===== config.mk =====
export PLATFORM = sky130hd
export DESIGN_NAME = spi_datapath
export DESIGN_NICKNAME = d
export VERILOG_FILES = /design/src/rtl/spi_dp_pkg.sv /design/src/rtl/spi_dp_txhold.sv /design/src/rtl/spi_dp_cmd.sv /design/src/rtl/spi_dp_engine.sv /design/src/rtl/spi_datapath.sv
export SDC_FILE = /design/constraint.sdc
export NUM_CORES = 1
export LEC_CHECK = 0
export BUFFER_PORTS_ARGS = -buffer_cell sky130_fd_sc_hd__clkbuf_2
export CAP_MARGIN = 40
export CORE_ASPECT_RATIO = 1.2
export CORE_UTILIZATION = 40
export CTS_CLUSTER_DIAMETER = 80
export DETAILED_ROUTE_END_ITERATION = 10
export SYNTH_ARGS = -nofsm -noshare
export SYNTH_HDL_FRONTEND = slang
export SYNTH_SLANG_ARGS = --single-unit

===== constraint.sdc =====
create_clock -name clk -period 2 [get_ports clk]
set_input_delay 0.3 -clock clk [delete_from_list [all_inputs] [get_ports clk]]
set_output_delay 0.3 -clock clk [all_outputs]
set_load 0.005 [all_outputs]

===== src/rtl/spi_dp_pkg.sv =====
// Package: shared helpers for the serial data path.
// Assumes character lengths are encoded in a field as wide as log2 of the byte width.
package spi_dp_pkg;

    // Effective bit count of a length code; code 0 stands for the full width.
    function automatic int unsigned eff_len(input int unsigned code, input int unsigned full_w);
        return (code == 0) ? full_w : code;
    endfunction

endpackage


===== src/rtl/spi_dp_txhold.sv =====
// Transmit holding register with its empty flag.
// Takes a bus write only when empty; goes empty again when the engine takes the data.
module spi_dp_txhold #(
    parameter int DATA_W = 8
) (
    input  logic              clk,
    input  logic              rst_n,
    input  logic              wr_i,
    input  logic [DATA_W-1:0] wdata_i,
    input  logic              take_i,
    output logic [DATA_W-1:0] hold_o,
    output logic              empty_o
);

    logic accept;
    assign accept = wr_i && empty_o;

    // Capture accepted writes and track the empty flag.
    always_ff @(posedge clk) begin
        if (!rst_n) begin
            hold_o  <= '0;
            empty_o <= 1'b1;
        end else if (accept) begin
            hold_o  <= wdata_i;
            empty_o <= 1'b0;
        end else if (take_i) begin
            empty_o <= 1'b1;
        end
    end

endmodule


===== src/rtl/spi_dp_cmd.sv =====
// Command register: select level and end-of-frame marker.
// Priority from highest: bus write, DMA write, automatic release at frame end.
module spi_dp_cmd (
    input  logic       clk,
    input  logic       rst_n,
    input  logic       bus_wr_i,
    input  logic [1:0] bus_data_i,
    input  logic       dma_wr_i,
    input  logic [1:0] dma_data_i,
    input  logic       char_done_i,
    output logic       ssv_o,
    output logic       eof_o
);

    // Update the two command bits by priority.
    always_ff @(posedge clk) begin
        if (!rst_n) begin
            ssv_o <= 1'b1;
            eof_o <= 1'b0;
        end else if (bus_wr_i) begin
            ssv_o <= bus_data_i[0];
            eof_o <= bus_data_i[1];
        end else if (dma_wr_i) begin
            ssv_o <= dma_data_i[0];
            eof_o <= dma_data_i[1];
        end else if (char_done_i && eof_o) begin
            ssv_o <= 1'b1;
            eof_o <= 1'b0;
        end
    end

endmodule


===== src/rtl/spi_dp_engine.sv =====
// Shift engine for master and slave operation.
// Master: generates the serial clock at clk/4 (low 2, high 2), samples on the rising edge,
// shifts on the falling edge. Slave: sck_i and ss_n_i are assumed synchronous to clk,
// with each level held for at least 2 cycles.
module spi_dp_engine
    import spi_dp_pkg::*;
#(
    parameter int DATA_W = 8,
    parameter int CNT_W  = 3
) (
    input  logic              clk,
    input  logic              rst_n,
    input  logic              master_i,
    input  logic [CNT_W-1:0]  len_code_i,
    input  logic              tx_pend_i,
    input  logic [DATA_W-1:0] tx_data_i,
    output logic              load_o,
    input  logic              sck_i,
    input  logic              ss_n_i,
    input  logic              sdi_i,
    output logic              sck_o,
    output logic              sdo_o,
    output logic [DATA_W-1:0] rx_data_o,
    output logic              rx_full_o,
    output logic              char_done_o
);

    logic              active, mid, sck_prev;
    logic [1:0]        phase;
    logic [CNT_W-1:0]  bit_cnt, last_idx;
    logic [DATA_W-1:0] shreg, rx_sh, rx_base, rx_next;
    logic              last_bit, m_rise, m_fall, s_rise, s_fall, rise;

    // Decode the length code into the index of the final bit.
    always_comb begin
        last_idx = CNT_W'(eff_len(int'(len_code_i), DATA_W) - 1);
        last_bit = (bit_cnt == last_idx);
    end

    // Find the sample and shift edges for each mode.
    always_comb begin
        m_rise = master_i && active && (phase == 2'd1);
        m_fall = master_i && active && (phase == 2'd3);
        s_rise = !master_i && !ss_n_i && sck_i && !sck_prev;
        s_fall = !master_i && !ss_n_i && !sck_i && sck_prev && mid;
        rise   = m_rise || s_rise;
        load_o = tx_pend_i && (master_i ? !active : !mid);
    end

    // Build the next receive word; the first bit of a character clears the old content.
    always_comb begin
        rx_base = (bit_cnt == '0) ? '0 : rx_sh;
        rx_next = {rx_base[DATA_W-2:0], sdi_i};
    end

    // Sequence the shift register, the bit counter and the receive capture.
    always_ff @(posedge clk) begin
        if (!rst_n) begin
            active    <= 1'b0;
            mid       <= 1'b0;
            sck_prev  <= 1'b0;
            phase     <= '0;
            bit_cnt   <= '0;
            shreg     <= '0;
            rx_sh     <= '0;
            rx_data_o <= '0;
            rx_full_o <= 1'b0;
        end else begin
            rx_full_o <= 1'b0;
            sck_prev  <= sck_i;
            if (load_o) shreg <= tx_data_i;
            if (rise) begin
                rx_sh <= rx_next;
                if (last_bit) begin
                    rx_data_o <= rx_next;
                    rx_full_o <= 1'b1;
                end
            end
            if (master_i) begin
                mid <= 1'b0;
                if (load_o) begin
                    active  <= 1'b1;
                    phase   <= '0;
                    bit_cnt <= '0;
                end else if (active) begin
                    phase <= phase + 2'd1;
                    if (m_fall) begin
                        if (last_bit) begin
                            active  <= 1'b0;
                            bit_cnt <= '0;
                        end else begin
                            bit_cnt <= bit_cnt + 1'b1;
                            shreg   <= shreg << 1;
                        end
                    end
                end
            end else begin
                active <= 1'b0;
                phase  <= '0;
                if (ss_n_i) begin
                    mid     <= 1'b0;
                    bit_cnt <= '0;
                end else begin
                    if (s_rise) mid <= 1'b1;
                    if (s_fall) begin
                        if (last_bit) begin
                            mid     <= 1'b0;
                            bit_cnt <= '0;
                        end else begin
                            bit_cnt <= bit_cnt + 1'b1;
                            shreg   <= shreg << 1;
                        end
                    end
                end
            end
        end
    end

    assign sck_o       = master_i && active && phase[1];
    assign sdo_o       = shreg[DATA_W-1];
    assign char_done_o = m_fall && last_bit;

endmodule


===== src/rtl/spi_datapath.sv =====
// Top of the variable-length serial data path.
// Joins the holding register, the shift engine and the command register.
// The select pin is an output only in master mode.
module spi_datapath #(
    parameter int DATA_W = 8,
    localparam int CNT_W = $clog2(DATA_W)
) (
    input  logic              clk,
    input  logic              rst_n,
    input  logic              master_i,
    input  logic [CNT_W-1:0]  len_code_i,
    input  logic              data_wr_i,
    input  logic [DATA_W-1:0] data_wdata_i,
    output logic [DATA_W-1:0] rd_data_o,
    output logic              tx_empty_o,
    output logic              rx_full_o,
    input  logic              cmd_wr_i,
    input  logic [1:0]        cmd_wdata_i,
    input  logic              dma_cmd_wr_i,
    input  logic [1:0]        dma_cmd_i,
    output logic              ssv_o,
    output logic              eof_o,
    input  logic              sck_i,
    input  logic              ss_n_i,
    input  logic              sdi_i,
    output logic              sck_o,
    output logic              sdo_o,
    output logic              ss_n_o
);

    logic [DATA_W-1:0] hold;
    logic              load, char_done;

    spi_dp_txhold #(.DATA_W(DATA_W)) u_hold (
        .clk     (clk),
        .rst_n   (rst_n),
        .wr_i    (data_wr_i),
        .wdata_i (data_wdata_i),
        .take_i  (load),
        .hold_o  (hold),
        .empty_o (tx_empty_o)
    );

    spi_dp_engine #(.DATA_W(DATA_W), .CNT_W(CNT_W)) u_eng (
        .clk         (clk),
        .rst_n       (rst_n),
        .master_i    (master_i),
        .len_code_i  (len_code_i),
        .tx_pend_i   (!tx_empty_o),
        .tx_data_i   (hold),
        .load_o      (load),
        .sck_i       (sck_i),
        .ss_n_i      (ss_n_i),
        .sdi_i       (sdi_i),
        .sck_o       (sck_o),
        .sdo_o       (sdo_o),
        .rx_data_o   (rd_data_o),
        .rx_full_o   (rx_full_o),
        .char_done_o (char_done)
    );

    spi_dp_cmd u_cmd (
        .clk         (clk),
        .rst_n       (rst_n),
        .bus_wr_i    (cmd_wr_i),
        .bus_data_i  (cmd_wdata_i),
        .dma_wr_i    (dma_cmd_wr_i),
        .dma_data_i  (dma_cmd_i),
        .char_done_i (char_done),
        .ssv_o       (ssv_o),
        .eof_o       (eof_o)
    );

    assign ss_n_o = master_i ? ssv_o : 1'b1;

endmodule


==> results of run 1 <==
[cells in the mapped netlist (all sizes together), types with 6 or more instances]
cell,count,area share
nor2,14,0.024
ha,6,0.034
mux2,14,0.071
dfxtp,43,0.39
inv,6,0.010
a21oi,33,0.076
and3,8,0.023
nor3b,6,0.020
clkbuf,9,0.015
mux2i,10,0.045
and2,9,0.027
nand2,43,0.073
nand3,12,0.029
[cell families after synthesis]
family | synth area share
AND/OR/NAND/NOR | 0.242
AO/OA/AOI/OAI | 0.170
flip-flops | 0.390
multiplexers | 0.117
buffers and inverters | 0.0362
adder cells (fa/ha/maj) | 0.0340
XOR/XNOR | 0.0119
[metal layers]
metal,GRT usage,up-vias,share of wire
li1,-,1010,-
met2,0.295,36,0.49
met3,0.0425,7,0.039
met4,0.0600,0,0.013
met1,0.240,898,0.46
met5,0,-,0
[critical path: cells and delay by family (launching register included)]
| family | cells | cell delay, ns |
|---|---|---|
| muxes | 1 | 0.29 |
| buffers and inverters | 1 | 0.19 |
| AOI/OAI and AO/OA | 3 | 0.82 |
| DFF | 1 | 0.42 |
| and+or+nand+nor | 1 | 0.07 |
[worst max path at each step]
| stage | startpoint | cells past startpoint | slack (ns) | to |
|---|---|---|---|---|
| 6_report | u_eng.bit_cnt[0]$_SDFFE_PN0P_ | 6 | 0.10 | u_eng.shreg[6]$_SDFF_PN0_ |
| 3_3_place_gp | len_code_i[0] | 9 | -0.17 | u_eng.shreg[6]$_SDFF_PN0_ |
| 3_5_place_dp | len_code_i[0] | 9 | -0.22 | u_eng.shreg[6]$_SDFF_PN0_ |
| 2_1_floorplan | len_code_i[0] | 7 | -0.04 | u_eng.shreg[1]$_SDFF_PN0_ |
| 5_1_grt | u_eng.bit_cnt[0]$_SDFFE_PN0P_ | 6 | 0.01 | u_eng.shreg[6]$_SDFF_PN0_ |
| 4_1_cts | u_eng.bit_cnt[0]$_SDFFE_PN0P_ | 6 | 0.04 | u_eng.shreg[6]$_SDFF_PN0_ |
[power breakdown]
| group | switching [uW] | internal, uW | leakage [uW] |
|---|---|---|---|
| Clock | 309 | 244 | 0.0000412 |
| Sequential | 24.5 | 885 | 0.000350 |
| Combinational | 131 | 126 | 0.000790 |
| Total | 465 | 1260 | 0.00118 |
[sequential cells by signal, summed over array words and instances (netlist names)]
register and count:
u_cmd.ssv_o 1, u_hold.empty_o 1, u_eng.phase 2, u_cmd.eof_o 1
u_eng.rx_sh 7, u_eng.rx_full_o 1, u_eng.sck_prev 1, u_eng.shreg 8
u_eng.bit_cnt 3, u_hold.hold_o 8, u_eng.active 1, u_eng.rx_data_o 8
u_eng.mid 1
[metrics by stage]
step / std cells / cell area (um^2) / setup slack (ns)
finish: 374 / 2740 / 0.104
CTS: 374 / 2740 / 0.0449
global route: 374 / 2740 / 0.0119
floorplan: 256 / 2260 / -0.0416
global placement: 366 / 2650 / -0.170
detailed placement: 366 / 2650 / -0.220
[cell type report]
cell class,count,area [um^2],share of cell area
clock buffers,6,72.6,0.0265
clock inverters,2,12.5,0.00457
inverters,7,26.3,0.00959
multi-input cells,194,1320,0.482
flip-flops and latches,43,861,0.314
well taps,62,77.6,0.0283
repair buffers,60,368,0.134
==> impl_metrics.py, run 1 <==
metrics = {
    "clock_network": {
        "clkTransAtPathRegs_ns": 0.08,
        "numCtsBuffers": 5,
        "cts_tree": "yes",
        "cts-root-buf": "clkbuf_8",
        "hold_buffers": 0,
        "ctsResizeCount": 0,
        "post-cts-setup-buffers": 0,
        "insertion_delay_ns": 0.30,
        "clock_sinks": 43,
        "cts_buffer_depth": 2,
        "htree_levels": 2,
    },
    "setup_path": {
        "worstSetupPathType": "flip-flop to flip-flop",
        "worstPathArrival_ns": 2.10,
        "reg2reg_from": "u_eng.bit_cnt[0]$_SDFFE_PN0P_",
        "worstPathCellList": "nor3b_4, a2111oi_4, a2111oi_4, buf_4, mux2_4, o22a_1",
        "setup.worst_path.start_class": "flip-flop",
        "cp_max_fo": 6,
        "worstSetupEndpointType": "flip-flop",
        "r2r_cells": 6,
        "rrSetupSlack_ns": 0.10,
        "worstReg2RegEnd": "u_eng.shreg[6]$_SDFF_PN0_",
        "slowest_stage": "a2111oi_4",
        "cp_common_cell": "a2111oi_4",
        "critPathRequiredTime_ns": 2.20,
        "max_stage_delay_ns": 0.49,
    },
    "route": {
        "via_per_inst": 5.22,
        "vias": 1951,
        "drtIter0Drc": 90,
        "ant_nets": 0,
        "drt_wl_total_um": 5000,
        "routedWlPerCell_um": 13.4,
        "firstDrtPassIters": 5,
        "remaining_drc_errors": 0,
    },
    "timing": {
        "hold_viol": 0,
        "period_needed_ns": 1.90,
        "rsz0062_at_grt": "false",
        "hold_slack_ns": 0.222,
        "fmax_mhz": 527,
        "finClkSkew_ns": 0.00676,
        "relSlewSlack": 0.692,
        "finalSetupTns_ns": 0,
        "drv_slew": 0,
        "setup_viol_count_final": 0,
        "post-route-period-util": 0.948,
        "tightest_slew_ns": 0.462,
    },
    "synth": {
        "synth_nets": 286,
        "syn-cell-area_um2": 2210,
        "ys_seq_area_frac": 0.390,
        "ys_types": 43,
        "async_flop_share": 0,
        "syn_avg_cell_area_um2": 8.63,
        "yosysWarnings": 0,
        "ys_ff_latch": 43,
        "netlist_instances": 256,
        "synth_edf_count": 0,
        "synth_flop_cell": "dfxtp_1",
    },
    "min_path": {
        "min_from": "data_wdata_i[2]",
        "hold_depth": 3,
        "hold_path_class": "input pin to flip-flop",
        "min_to": "u_hold.hold_o[2]$_SDFFE_PN0P_",
    },
    "floorplan": {
        "initial_core_util": 0.417,
        "boundaryPins": 39,
        "die_w_um": 69.9,
        "dieArea_um2": 5830,
        "rows": 29,
        "core_region_area_um2": 5300,
        "die_height_um": 83.4,
    },
    "pwr": {
        "power_uw": 1720,
        "leakagePower_uw": 0.00118,
        "peakVddDrop_v": 0.000377,
        "power_density_nw_per_um2": 628,
    },
    "cells_and_area": {
        "mostFrequentLayoutCells": "nand2_1 (43), dfxtp_1 (43), clkbuf_2 (38)",
        "final_core_util": 0.517,
        "area.growth.synth_to_final_pct": 24.0,
        "num-fill-cells": 552,
        "nNetsFinal": 341,
        "drive_above_1_share": 0.311,
        "diodes": 0,
    },
    "global_routing": {
        "antenna_found_initial": 0,
        "grt_pass1_vias": 1822,
        "grt_max_degree": 17,
        "track_usage": 0.183,
        "grt_pass1_wl_um": 8570,
        "overflow": 0,
    },
    "placed_design": {
        "io_buffers": 38,
        "place.gp.congestion": 0.804,
        "dpl.hpwl_um": 3810,
    },
    "status": {
        "status": "complete, no violations",
    },
    "flow_run": {
        "drv_cap": 0,
    },
}
(Power assumes the default switching activity.)
==> run 2: changes to the inputs <==
--- a/config.mk
+++ b/config.mk
@@ -8,9 +8,11 @@
 export BUFFER_PORTS_ARGS = -buffer_cell sky130_fd_sc_hd__clkbuf_2
 export CAP_MARGIN = 40
 export CORE_ASPECT_RATIO = 1.2
+export CORE_MARGIN = 2
 export CORE_UTILIZATION = 40
 export CTS_CLUSTER_DIAMETER = 80
 export DETAILED_ROUTE_END_ITERATION = 10
+export RECOVER_POWER = 100
 export SYNTH_ARGS = -nofsm -noshare
 export SYNTH_HDL_FRONTEND = slang
 export SYNTH_SLANG_ARGS = --single-unit
==> run 2 against run 1 <==
Against the previous run:
- clock skew is 0.0019 ns higher
- design area stayed put
- die area is 5.3% higher
- sequential share of layout area is the same
- routed wire length up 1.8%
- sequential power is essentially flat
- global-route usage fell by 0.46 points
- hold slack better by 0.0034 ns
- first-iteration DRC count increased by 11%
- total power rose by 14%
- non-clock buffer count up 1
- maximum frequency shrank 1.2%
- critical path type unchanged
==> impl_metrics.py, run 2 (synthesized netlist as in run 1, its figures left out) <==
metrics = {
    "status": {
        "status": "complete, no violations",
    },
    "timing": {
        "rsz0062_at_grt": "false",
        "relSlewSlack": 0.609,
        "drv_slew": 0,
        "tightest_slew_ns": 0.587,
        "finalSetupTns_ns": 0,
        "setup_viol_count_final": 0,
        "hold_viol": 0,
        "fmax_mhz": 521,
        "post-route-period-util": 0.960,
        "finClkSkew_ns": 0.00863,
        "hold_slack_ns": 0.225,
        "period_needed_ns": 1.92,
    },
    "clock_network": {
        "cts_tree": "yes",
        "numCtsBuffers": 5,
        "htree_levels": 2,
        "hold_buffers": 0,
        "insertion_delay_ns": 0.30,
        "clock_sinks": 43,
        "cts_buffer_depth": 2,
        "post-cts-setup-buffers": 0,
        "ctsResizeCount": 0,
        "cts-root-buf": "clkbuf_8",
        "clkTransAtPathRegs_ns": 0.08,
    },
    "cells_and_area": {
        "area.growth.synth_to_final_pct": 24.0,
        "reg_top3": "u_eng.rx_data_o: 8 flops, u_eng.shreg: 8 flops, u_hold.hold_o: 8 flops",
        "num-fill-cells": 525,
        "nNetsFinal": 342,
        "mostFrequentLayoutCells": "nand2_1 (43), dfxtp_1 (43), a21oi_1 (32)",
        "drive_above_1_share": 0.265,
        "diodes": 0,
    },
    "floorplan": {
        "die_w_um": 71.9,
        "rows": 29,
        "boundaryPins": 39,
        "initial_core_util": 0.417,
        "dieArea_um2": 6140,
        "die_height_um": 85.4,
        "core_region_area_um2": 5300,
    },
    "pwr": {
        "power.internal_uw": 1500,
        "power_density_nw_per_um2": 713,
        "peakVddDrop_v": 0.000503,
        "pwr-share-seq": 0.465,
        "power_uw": 1950,
        "power_frac_clock": 0.408,
        "p_sw_frac": 0.232,
        "leakagePower_uw": 0.00115,
        "p_switching_uw": 452,
        "comb_power_share": 0.126,
    },
    "placed_design": {
        "io_buffers": 38,
        "place.gp.congestion": 0.810,
        "dpl.hpwl_um": 3800,
    },
    "global_routing": {
        "grt_pass1_vias": 1960,
        "track_usage": 0.179,
        "grt_max_degree": 16,
        "overflow": 0,
        "grt_pass1_wl_um": 8810,
        "antenna_found_initial": 0,
    },
    "setup_path": {
        "worstPathArrival_ns": 2.10,
        "critPathRequiredTime_ns": 2.18,
        "worstSetupEndpointType": "flip-flop",
        "crit_buf_inv": 1,
        "cp_max_fo": 6,
        "max_stage_delay_ns": 0.47,
        "cp_top_family": "compound AO/OA/AOI/OAI gates",
        "r2r_cells": 6,
        "setup.worst_path.start_class": "flip-flop",
        "cp_common_cell": "a2111oi_4",
        "worstSetupPathType": "flip-flop to flip-flop",
        "slowest_stage": "a2111oi_4",
        "worstPathCellList": "and2_4, a2111oi_4, a2111oi_4, buf_4, mux2_4, o22a_1",
        "crit_cells": 6,
    },
    "route": {
        "vias": 1973,
        "remaining_drc_errors": 0,
        "drtIter0Drc": 100,
        "via_per_inst": 5.26,
        "drt_wl_total_um": 5090,
        "ant_nets": 0,
        "firstDrtPassIters": 5,
        "routedWlPerCell_um": 13.6,
    },
    "min_path": {
        "hold_depth": 2,
        "hold_path_class": "input pin to flip-flop",
    },
    "flow_run": {
        "drv_cap": 0,
    },
}
[run 2: final cells by class]
class                   count  area [um^2]  share of cell area
clock buffers               6         72.6              0.0265
clock inverters             2         60.1              0.0219
flip-flops and latches     43          861               0.314
well taps                  62         77.6              0.0283
repair buffers             61          328               0.120
multi-input cells         194         1310               0.480
inverters                   7         26.3             0.00959
[run 2: through the flow]
step	std cells	worst slack [ns]	utilization	area, um^2
floorplan	256	-0.0416	-	2260
global placement	367	-0.143	0.500	2650
detailed placement	367	-0.189	0.500	2650
CTS	375	0.0667	0.525	2780
global route	375	0.0130	0.517	2740
finish	375	0.0808	0.517	2740
[run 2: worst paths after layout]
check	start	to	slack [ns]
setup / recovery	u_eng.bit_cnt[0]$_SDFFE_PN0P_	u_eng.shreg[6]$_SDFF_PN0_	0.08
hold / removal	sck_i	u_eng.sck_prev$_SDFF_PN0_	0.23
setup reg to reg	u_eng.bit_cnt[0]$_SDFFE_PN0P_	u_eng.shreg[6]$_SDFF_PN0_	0.08
hold reg to reg	u_eng.rx_sh[4]$_SDFFE_PN0N_	u_eng.rx_sh[4]$_SDFFE_PN0N_	0.45
[run 2: per-layer routing]
metal  routed length [um]  global-route usage  up-vias  part of all wire
met2                 2440               0.301       45              0.48
met5                    0                   0        -                 0
met4                   44              0.0566        0            0.0086
li1                     -                   -     1012                 -
met1                 2350               0.226      912              0.46
met3                  260              0.0392        4             0.051
[run 2: power by group through the flow]
stage	clock [uW]	combinational (uW)	sequential [uW]
after floorplan	0	162	921
after CTS	813	259	909
after global placement	0	253	928
after detailed placement	0	256	929
final	797	247	908
after global routing	841	276	913
